## src/rtl/wfx_pkg.sv

```systemverilog
package wfx_pkg;

    localparam int EL_W  = 2;
    localparam int SYN_W = 32;

    // syndrome field layout
    localparam int        EC_LSB   = 26;
    localparam int        EC_W     = 6;
    localparam int        IL_BIT   = 25;
    localparam int        CV_BIT   = 24;
    localparam int        COND_LSB = 20;
    localparam int        COND_W   = 4;
    localparam logic [EC_W-1:0]   EC_WFX  = 6'h01;
    localparam logic [COND_W-1:0] COND_AL = 4'hE;

    typedef enum logic [1:0] {
        HINT_WFI   = 2'd0,
        HINT_WFE   = 2'd1,
        HINT_YIELD = 2'd2,
        HINT_RSVD  = 2'd3
    } hint_e;

    typedef struct packed {
        logic             vld;
        logic             undef;
        logic             halt;
        logic             yld;
        logic [EL_W-1:0]  tgt;
        logic [SYN_W-1:0] syn;
    } resp_t;

endpackage

```

## src/rtl/wfx_trap_select.sv

```systemverilog
module wfx_trap_select
    import wfx_pkg::*;
(
    input  logic [EL_W-1:0] cur_el,
    input  logic            secure,
    input  logic            el3_aa64,
    input  logic            has_v8,
    input  logic            el1_wfi_allow,
    input  logic            el3_wfi_allow,
    input  logic            hyp_wfi_trap,
    input  logic            sec_wfi_trap,
    output logic [EL_W-1:0] tgt
);
    localparam logic [EL_W-1:0] LVL0 = EL_W'(0);
    localparam logic [EL_W-1:0] LVL1 = EL_W'(1);
    localparam logic [EL_W-1:0] LVL2 = EL_W'(2);
    localparam logic [EL_W-1:0] LVL3 = EL_W'(3);

    logic            sctl_hit;
    logic [EL_W-1:0] sctl_lvl;

    // first stage: system-control check at level 0
    always_comb begin
        sctl_hit = 1'b0;
        sctl_lvl = LVL1;
        if (cur_el == LVL0 && has_v8) begin
            if (secure && !el3_aa64) begin
                sctl_lvl = LVL3;
                sctl_hit = !el3_wfi_allow;
            end else begin
                sctl_lvl = LVL1;
                sctl_hit = !el1_wfi_allow;
            end
        end
    end

    // priority chain across the three control registers
    always_comb begin
        tgt = LVL0;
        if (sctl_hit) begin
            tgt = sctl_lvl;
        end else if (cur_el < LVL2 && !secure && hyp_wfi_trap) begin
            tgt = LVL2;
        end else if (cur_el < LVL3 && sec_wfi_trap) begin
            tgt = LVL3;
        end
    end

endmodule

```

## src/rtl/wfx_syndrome_gen.sv

```systemverilog
module wfx_syndrome_gen
    import wfx_pkg::*;
(
    input  logic             is_wfe,
    output logic [SYN_W-1:0] syn
);
    always_comb begin
        syn = '0;
        syn[EC_LSB +: EC_W]     = EC_WFX;
        syn[IL_BIT]             = 1'b1;
        syn[CV_BIT]             = 1'b1;
        syn[COND_LSB +: COND_W] = COND_AL;
        syn[0]                  = is_wfe;
    end
endmodule

```

## src/rtl/wfx_trap_router.sv

```systemverilog
module wfx_trap_router
    import wfx_pkg::*;
(
    input  logic             clk,
    input  logic             rst_n,
    input  logic             ins_valid,
    input  logic [1:0]       hint,
    input  logic [EL_W-1:0]  cur_el,
    input  logic             secure,
    input  logic             el3_aa64,
    input  logic             has_v8,
    input  logic             el1_wfi_allow,
    input  logic             el3_wfi_allow,
    input  logic             hyp_wfi_trap,
    input  logic             sec_wfi_trap,
    input  logic             work_pending,
    output logic             out_valid,
    output logic             undef_req,
    output logic             halt_req,
    output logic             yield_req,
    output logic [EL_W-1:0]  trap_el,
    output logic [SYN_W-1:0] syndrome
);
    logic [EL_W-1:0]  tgt;
    logic [SYN_W-1:0] wfi_syn;
    hint_e            kind;
    resp_t            resp_d, resp_q;

    assign kind = hint_e'(hint);

    wfx_trap_select u_sel (
        .cur_el        (cur_el),
        .secure        (secure),
        .el3_aa64      (el3_aa64),
        .has_v8        (has_v8),
        .el1_wfi_allow (el1_wfi_allow),
        .el3_wfi_allow (el3_wfi_allow),
        .hyp_wfi_trap  (hyp_wfi_trap),
        .sec_wfi_trap  (sec_wfi_trap),
        .tgt           (tgt)
    );

    wfx_syndrome_gen u_syn (
        .is_wfe (1'b0),
        .syn    (wfi_syn)
    );

    always_comb begin
        resp_d = '0;
        if (ins_valid) begin
            resp_d.vld = 1'b1;
            unique case (kind)
                HINT_WFI: begin
                    if (!work_pending) begin
                        if (tgt != '0) begin
                            resp_d.undef = 1'b1;
                            resp_d.tgt   = tgt;
                            resp_d.syn   = wfi_syn;
                        end else begin
                            resp_d.halt = 1'b1;
                        end
                    end
                end
                HINT_WFE, HINT_YIELD: resp_d.yld = 1'b1;
                default: ;
            endcase
        end
    end

    always_ff @(posedge clk or negedge rst_n) begin
        if (!rst_n) begin
            resp_q <= '0;
        end else begin
            resp_q <= resp_d;
        end
    end

    assign out_valid = resp_q.vld;
    assign undef_req = resp_q.undef;
    assign halt_req  = resp_q.halt;
    assign yield_req = resp_q.yld;
    assign trap_el   = resp_q.tgt;
    assign syndrome  = resp_q.syn;

endmodule

```

## config.mk

```make
export PLATFORM = sky130hd
export DESIGN_NAME = wfx_trap_router
export DESIGN_NICKNAME = d
export VERILOG_FILES = /design/src/rtl/wfx_pkg.sv /design/src/rtl/wfx_trap_select.sv /design/src/rtl/wfx_syndrome_gen.sv /design/src/rtl/wfx_trap_router.sv
export SDC_FILE = /design/constraint.sdc
export NUM_CORES = 1
export LEC_CHECK = 0
export ABC_AREA = 1
export BUFFER_PORTS_ARGS = -buffer_cell sky130_fd_sc_hd__buf_4
export CORE_MARGIN = 2
export CORE_UTILIZATION = 31
export CTS_BUF_LIST = sky130_fd_sc_hd__clkbuf_8 sky130_fd_sc_hd__clkbuf_16
export DETAILED_ROUTE_END_ITERATION = 7
export PLACE_DENSITY = 0.73
export SLEW_MARGIN = 15
export SYNTH_ARGS = -nofsm -noshare
export SYNTH_HDL_FRONTEND = slang
export SYNTH_SLANG_ARGS = --single-unit
```

## constraint.sdc

```tcl
create_clock -name clk -period 0.8 [get_ports clk]
set_input_delay 0.04 -clock clk [delete_from_list [all_inputs] [get_ports clk]]
set_output_delay 0.04 -clock clk [all_outputs]
set_load 0.1 [all_outputs]
```

# Word level (Yosys, flattened, before mapping)

Cells that the tools add are included.

$lt $le $gt $ge: 2
Equal/unequal tests: 2
Mux-type cells: 16
Reduce and logical (&&, ||, !) cells: 13

Operators with widths:

| cell                                              | number |
|---|---|
| 2-to-1 mux 34 bit                                 | 3 |
| 2-to-1 mux 38 bit                                 | 1 |
| 2-to-1 mux 2 bit                                  | 7 |
| logical AND 1 bit                                 | 5 |
| 2-to-1 mux 1 bit                                  | 5 |
| zero test 1 bit                                   | 4 |
| zero test 2 bit                                   | 2 |
| less-than comparator 2 bit, second input constant | 2 |
| == test 2 x 1 -> 1 bit, second input constant     | 1 |
| == test 2 bit, second input constant              | 1 |
| nonzero test 2 bit                                | 1 |
| OR reduction 2 bit                                | 1 |

Bits in registers: 38
Input port bits: 15
Output and inout port bits: 38
Logic and storage cells: 39

# Depth between registers and ports, before layout

Gate-level depths: netlist of the first run.

Depth in word-level cells: 10
Gate-level depth with buffers: 7

# Modules after synthesis

From an unflattened synthesis of the first run, not the netlist that was laid out.

Cells, all modules: 177
Area, all modules: 1904.3 sq um

Modules (own cells, without submodules):

| module           | instances | cells an instance | area an instance (sq um) |
|---|---|---|---|
| wfx_trap_router  | 1         | 123               | 1570.3 |
| wfx_syndrome_gen | 1         | 34                | 247.7 |
| wfx_trap_select  | 1         | 20                | 86.3 |

# Least setup slack after synthesis of the first run

Ideal clock, no wire load.

Path type: reg-to-output
Start point: reg, netlist name syndrome[25]
End point: out syndrome[21]
Arrival time: 1.407 ns
Required time: 0.760 ns
Setup slack: -0.647 ns
Stages on the path, launching flop included: 2
Path buffers: 1
Cell sequence: dfrtp_1 > buf_4

RTL lines:

| what      | line                  | source |
|---|---|---|
| to (decl) | wfx_trap_router.sv:22 | `output logic [SYN_W-1:0] syndrome` |

==> run_results.csv, run 1 <==
group,metric,value,unit
global_routing,antenna_found_initial,0,
synthesis,ys_warn_count,0,
synthesis,synth_flop_cell,"dfrtp_1",
finish,stdcell_count,112,
synthesis,yosys.area_share.adder,0.0229,
synthesis,synthCells,71,
run_status,violations,"setup timing",
timing,slew_viol_final,0,
synthesis,yosys-top-cells-area,"buf_4 (44%), dfrtp_1 (27%), inv_1 (6.9%)",
global_routing,track_usage,0.0815,
synthesis,yosysSeqAreaShare,0.275,
floorplanning,fp.dieW,46.0,um
global_routing,grt_first_pass_wirelength,1.15,mm
synthesis,ys_ff_latch,6,
setup_path,crit_chain,"buf_6",
route,drc,0,
run_status,outcome,"finished with violations",
synthesis,synth.distinct_cells,13,
setup_path,critPathArrivalTime,0.94,ns
finish,drive_gt1_frac,0.432,
synthesis,synth_edf_count,0,
synthesis,synth_compound_area_frac,0.00915,
power_and_ir_drop,ir_drop,0.722,mV
synthesis,synth_xor_area_frac,0,
synthesis,synthSimpleGateAreaFrac,0.178,
setup_path,path_buf_inv,1,
timing,min_period,0.983,ns
route,post_drt_wl_per_cell,7.27,um
placed_design,routabilityCongestion,0.641,
power_and_ir_drop,p_leak,0.441,nW
route,ant_nets,0,
timing,fin_setup_tns,-1.38,ns
synthesis,synth_top_family_by_area,"buffers and inverters",
clock_tree,cts_max_path_buffers,2,
finish,final_util,0.439,
setup_path,critPathRequiredTime,0.76,ns
clock_tree,cts_tree,"built",
setup_path,crit_path_max_fanout,7,
setup_path,cp-end-kind,"output port",
route,drt_iter0_markers,0,
route,via_per_inst,3.67,
placed_design,portBuffers,26,
floorplanning,die_height,46.0,um
setup_path,start_kind,"flop",
global_routing,grt-ovfl-total,0,
timing,rsz0062_at_grt,"yes",
floorplanning,rows,15,
global_routing,grt_max_degree,8,
setup_path,cp_top_family,"flip-flops",
placed_design,placement.cell_area,627,um^2
setup_path,critical_path_class,"flop to output port",
clock_tree,cts_root_buffer,"clkbuf_8",
finish,fillers,181,
finish,nNetsFinal,113,
setup_path,cpPeakStageDelay,0.52,ns
timing,final_hold_viol_count,0,
route,wl,814,um
finish,n_antenna_cell,0,
route,vias,411,
synthesis,synth_most_common_cell,"buf_4",
route,dr.pass1.iters,1,
timing,finalWorstSetupSlack,-0.183,ns
hold_path,hp-class,"input pin to flop",
clock_tree,cts_buffers,3,
finish,stdcell_area,741,um^2
global_routing,grt_pass1_vias,350,
synthesis,netlist.area_leader.share,0.439,
floorplanning,start_util,0.324,
synthesis,synthArstFlopShare,1.00,
power_and_ir_drop,power_density,2100,nW/um^2
job,maxCapViolCount,0,
finish,syn_to_final_growth,35.5,%
timing,hold-worst-slack,0.0280,ns
floorplanning,num_io_pins,53,
timing,finalCritPeriodShare,1.23,
placed_design,post-place-cells,107,
floorplanning,core,1690,um^2
synthesis,yosys.area.top_type,"buf_4",
setup_path,slowest_stage,"dfrtp_4",
clock_tree,clk_pin_slew,0.03,ns
placed_design,post-dp-hpwl,759,um
synthesis,muxShareOfSynthArea,0,
floorplanning,die_area,2120,um^2
synthesis,synth_common_cells,"buf_4 (32), inv_1 (10), nand2_1 (9), dfrtp_1 (6), nor2_1 (3)",
timing,max_freq,1.02,GHz
clock_tree,cts-htree-levels,1,
timing,setup_viol,12,
synthesis,syn_area,547,um^2
clock_tree,clock_sink_count,6,
synthesis,avgSynthCellArea,7.70,um^2
## metal layers
layer	routed length [um]	GRT usage	vias to the layer above
met5	0	0	-
met4	25	0.103	0
met3	97	0.0119	2
met2	468	0.156	33
met1	224	0.0574	178
li1	-	-	198
## where the power goes
group / total, W / internal, W / leakage, nW / switching, W
clock: 0.000425 / 0.000321 / 0.0216 / 0.000104
sequential: 0.000325 / 0.000318 / 0.0708 / 0.00000776
combinational: 0.000804 / 0.000102 / 0.349 / 0.000702
## state kept, by name, summed over array words and instances, names as in the netlist
| signal | count |
|---|---|
| yield_req | 1 |
| halt_req | 1 |
| out_valid | 1 |
| syndrome | 1 |
| trap_el | 2 |
## final cells by class
cell class / count / area (um^2) / area share
inverters: 10 / 37.5 / 0.0507
clock buffers: 3 / 41.3 / 0.0557
flip-flops and latches: 6 / 160 / 0.216
multi-input cells: 48 / 213 / 0.287
repair buffers: 28 / 268 / 0.361
well taps: 17 / 21.3 / 0.0287
## worst paths after layout
path                                         from                     end  depth (start not counted)
max in group asynchronous                   rst_n  syndrome[25]$_DFF_PN0_                          2
min in group asynchronous                   rst_n    trap_el[0]$_DFF_PN0_                          2
worst max-delay path       syndrome[25]$_DFF_PN0_            syndrome[26]                          1
worst min-delay path                    ins_valid     yield_req$_DFF_PN0_                          3
## cell families (layout without fill, tap and decap cells)
| kind of cell | Yosys count | in the layout |
|---|---|---|
| buffers and inverters | 42 | 41 |
| AND/OR/NAND/NOR | 20 | 20 |
| flip-flops | 6 | 6 |
| adder cells (fa/ha/maj) | 1 | 1 |
| other | 1 | 26 |
| AO/OA/AOI/OAI | 1 | 1 |
## metrics by stage
step / setup slack, ns / total power [W]
finish: -0.183 / 0.00155
global route: -0.207 / 0.00163
CTS: -0.190 / 0.00156
detailed placement: -0.0254 / 0.00111
global placement: 0.0359 / 0.00110
floorplan: -0.163 / 0.00113
## cells in the final DEF (no fill, tap or decap), types with 2 or more instances in the layout
cell type,count
nand3_1,2
inv_1,10
conb_1,26
nor2_2,2
dlygate4sd3_1,2
buf_6,10
nand2_2,2
clkbuf_8,3
dfrtp_2,5
buf_8,2
nand2_1,9
buf_4,14
nor2_1,3
## timing repair
action                     4_1_cts  5_1_grt
pin swaps                        0        0
hold endpoints to repair         7        0
gates cloned                     0        0
gates resized for setup         13        1
setup endpoints to repair       12       12
hold buffers                     2        0
setup buffers                    0        0
Power figures use the tool's default switching activity.
==> run 2: changes to the inputs <==
--- a/config.mk
+++ b/config.mk
@@ -7,7 +7,6 @@
 export LEC_CHECK = 0
 export ABC_AREA = 1
 export BUFFER_PORTS_ARGS = -buffer_cell sky130_fd_sc_hd__buf_4
-export CORE_MARGIN = 2
 export CORE_UTILIZATION = 31
 export CTS_BUF_LIST = sky130_fd_sc_hd__clkbuf_8 sky130_fd_sc_hd__clkbuf_16
 export DETAILED_ROUTE_END_ITERATION = 7
==> run 2 against run 1 <==
Against the previous run:
- the run ends with DRC, setup timing left
- sequential share of layout area about the same
- sequential cell count stayed put
- critical path depth did not move
- design area fell by 0.17%
- global-route usage grew 0.61 points
- power increased by 0.49%
- via count fell by 1.7%
- core utilization grew 3.1 points
- worst setup slack improved by 0.0026 ns
- worst hold slack got worse by 0.0044 ns
- final cell count decreased by 0.89%
- critical endpoint is now undef_req
- largest power group unchanged
- highest routed layer is now met3
==> run_results.csv, run 2 (synthesized netlist as in run 1, its figures left out) <==
group,metric,value,unit
floorplanning,num_io_pins,53,
setup_path,slowest_stage,"dfrtp_4",
finish,final_common_cell,"conb_1",
route,dr.pass1.iters,6,
placed_design,post-place-cells,106,
setup_path,cpPeakStageDelay,0.52,ns
power_and_ir_drop,power_density,2110,nW/um^2
timing,final_hold_viol_count,0,
clock_tree,clk_pin_slew,0.03,ns
finish,largest_reg_flops,2,
timing,max_freq,1.02,GHz
global_routing,grt-ovfl-total,0,
global_routing,antenna_found_initial,0,
finish,syn_to_final_growth,35.2,%
clock_tree,cts_tree,"built",
timing,slew_viol_final,0,
floorplanning,fp.dieW,44.0,um
setup_path,crit_path_max_fanout,7,
setup_path,critPathArrivalTime,0.94,ns
route,ant_nets,0,
floorplanning,die_area,1940,um^2
finish,n_antenna_cell,0,
floorplanning,start_util,0.347,
floorplanning,die_height,44.0,um
timing,setup_viol,12,
route,drc,3,
clock_tree,cts_max_path_buffers,2,
finish,stdcell_count,111,
setup_path,critical_path_class,"flop to output port",
placed_design,post-dp-hpwl,698,um
finish,layout_common_cells,"conb_1 (26), buf_4 (14), inv_1 (10), buf_6 (10), nand2_1 (9)",
clock_tree,cts_setup_buffers,0,
clock_tree,cts_buffers,3,
finish,nNetsFinal,113,
timing,hold-worst-slack,0.0236,ns
floorplanning,core,1580,um^2
global_routing,grt_pass1_vias,317,
timing,finalCritPeriodShare,1.23,
placed_design,dp_slack,-0.0255,ns
setup_path,path_buf_inv,1,
route,wl,782,um
setup_path,critPathRequiredTime,0.76,ns
finish,drive_gt1_frac,0.432,
placed_design,portBuffers,26,
setup_path,cp_top_family,"flip-flops",
timing,min_period,0.980,ns
timing,rsz0062_at_grt,"yes",
power_and_ir_drop,ir_drop,0.828,mV
power_and_ir_drop,p_leak,0.441,nW
timing,finalWorstSetupSlack,-0.180,ns
route,vias,404,
job,maxCapViolCount,0,
route,via_per_inst,3.64,
setup_path,crit_chain,"buf_6",
placed_design,routabilityCongestion,0.690,
global_routing,grt_first_pass_wirelength,1.17,mm
hold_path,hp-class,"input pin to flop",
setup_path,cp-end-kind,"output port",
route,drt_iter0_markers,10,
global_routing,track_usage,0.0876,
global_routing,grt_max_degree,8,
route,post_drt_wl_per_cell,7.05,um
clock_tree,clock_sink_count,6,
floorplanning,rows,14,
run_status,violations,"DRC, setup timing",
setup_path,start_kind,"flop",
run_status,outcome,"finished with violations",
clock_tree,cts_root_buffer,"clkbuf_8",
clock_tree,cts-htree-levels,1,
## run 2: cell counts in the layout (fill, tap and decap cells not counted)
Identical to the previous run, type by type.
## run 2: through the flow
| stage | power (W) | util | TNS, ns | instance area [um^2] |
|---|---|---|---|---|
| floorplan | 0.00113 | - | -0.979 | 673 |
| global placement | 0.00110 | 0.397 | -0.00370 | 626 |
| detailed placement | 0.00111 | 0.397 | -0.0255 | 626 |
| CTS | 0.00158 | 0.467 | -1.51 | 736 |
| global route | 0.00163 | 0.469 | -1.64 | 739 |
| finish | 0.00156 | 0.469 | -1.37 | 739 |
## run 2: path summary, 6_finish.rpt
kind | start | end | slack [ns] | cells past startpoint
max in group asynchronous | rst_n | syndrome[25]$_DFF_PN0_ | 0.50 | 2
min in group asynchronous | rst_n | yield_req$_DFF_PN0_ | 0.18 | 2
hold / removal | ins_valid | yield_req$_DFF_PN0_ | 0.02 | 3
setup / recovery | syndrome[25]$_DFF_PN0_ | undef_req | -0.18 | 1
## run 2: layer usage
metal	global-route usage	wire (um)	vias up
met5	0	0	-
met4	0.109	0	0
met3	0.0125	80	0
met2	0.167	481	31
met1	0.0641	220	174
li1	-	-	199
## run 2: timing repair
action / in CTS / in global routing
setup endpoints to repair: 12 / 12
gates resized for setup: 13 / 1
endpoints found under the hold margin: 7 / 0
hold buffers: 2 / 0
## run 2: where the power goes
| group | total [W] | leakage, nW | internal (W) | switching [W] |
|---|---|---|---|---|
| logic | 0.000804 | 0.349 | 0.000102 | 0.000701 |
| clock network | 0.000434 | 0.0216 | 0.000322 | 0.000112 |
| registers | 0.000325 | 0.0708 | 0.000318 | 0.00000727 |
| total | 0.00156 | 0.441 | 0.000742 | 0.000820 |
## run 2: area by class of cell
class,count,area (um^2)
clock buffer,3,41.3
fill,163,837
inverter,10,37.5
multi-input combinational,48,213
sequential,6,160
tap,16,20.0
timing repair buffer,28,268
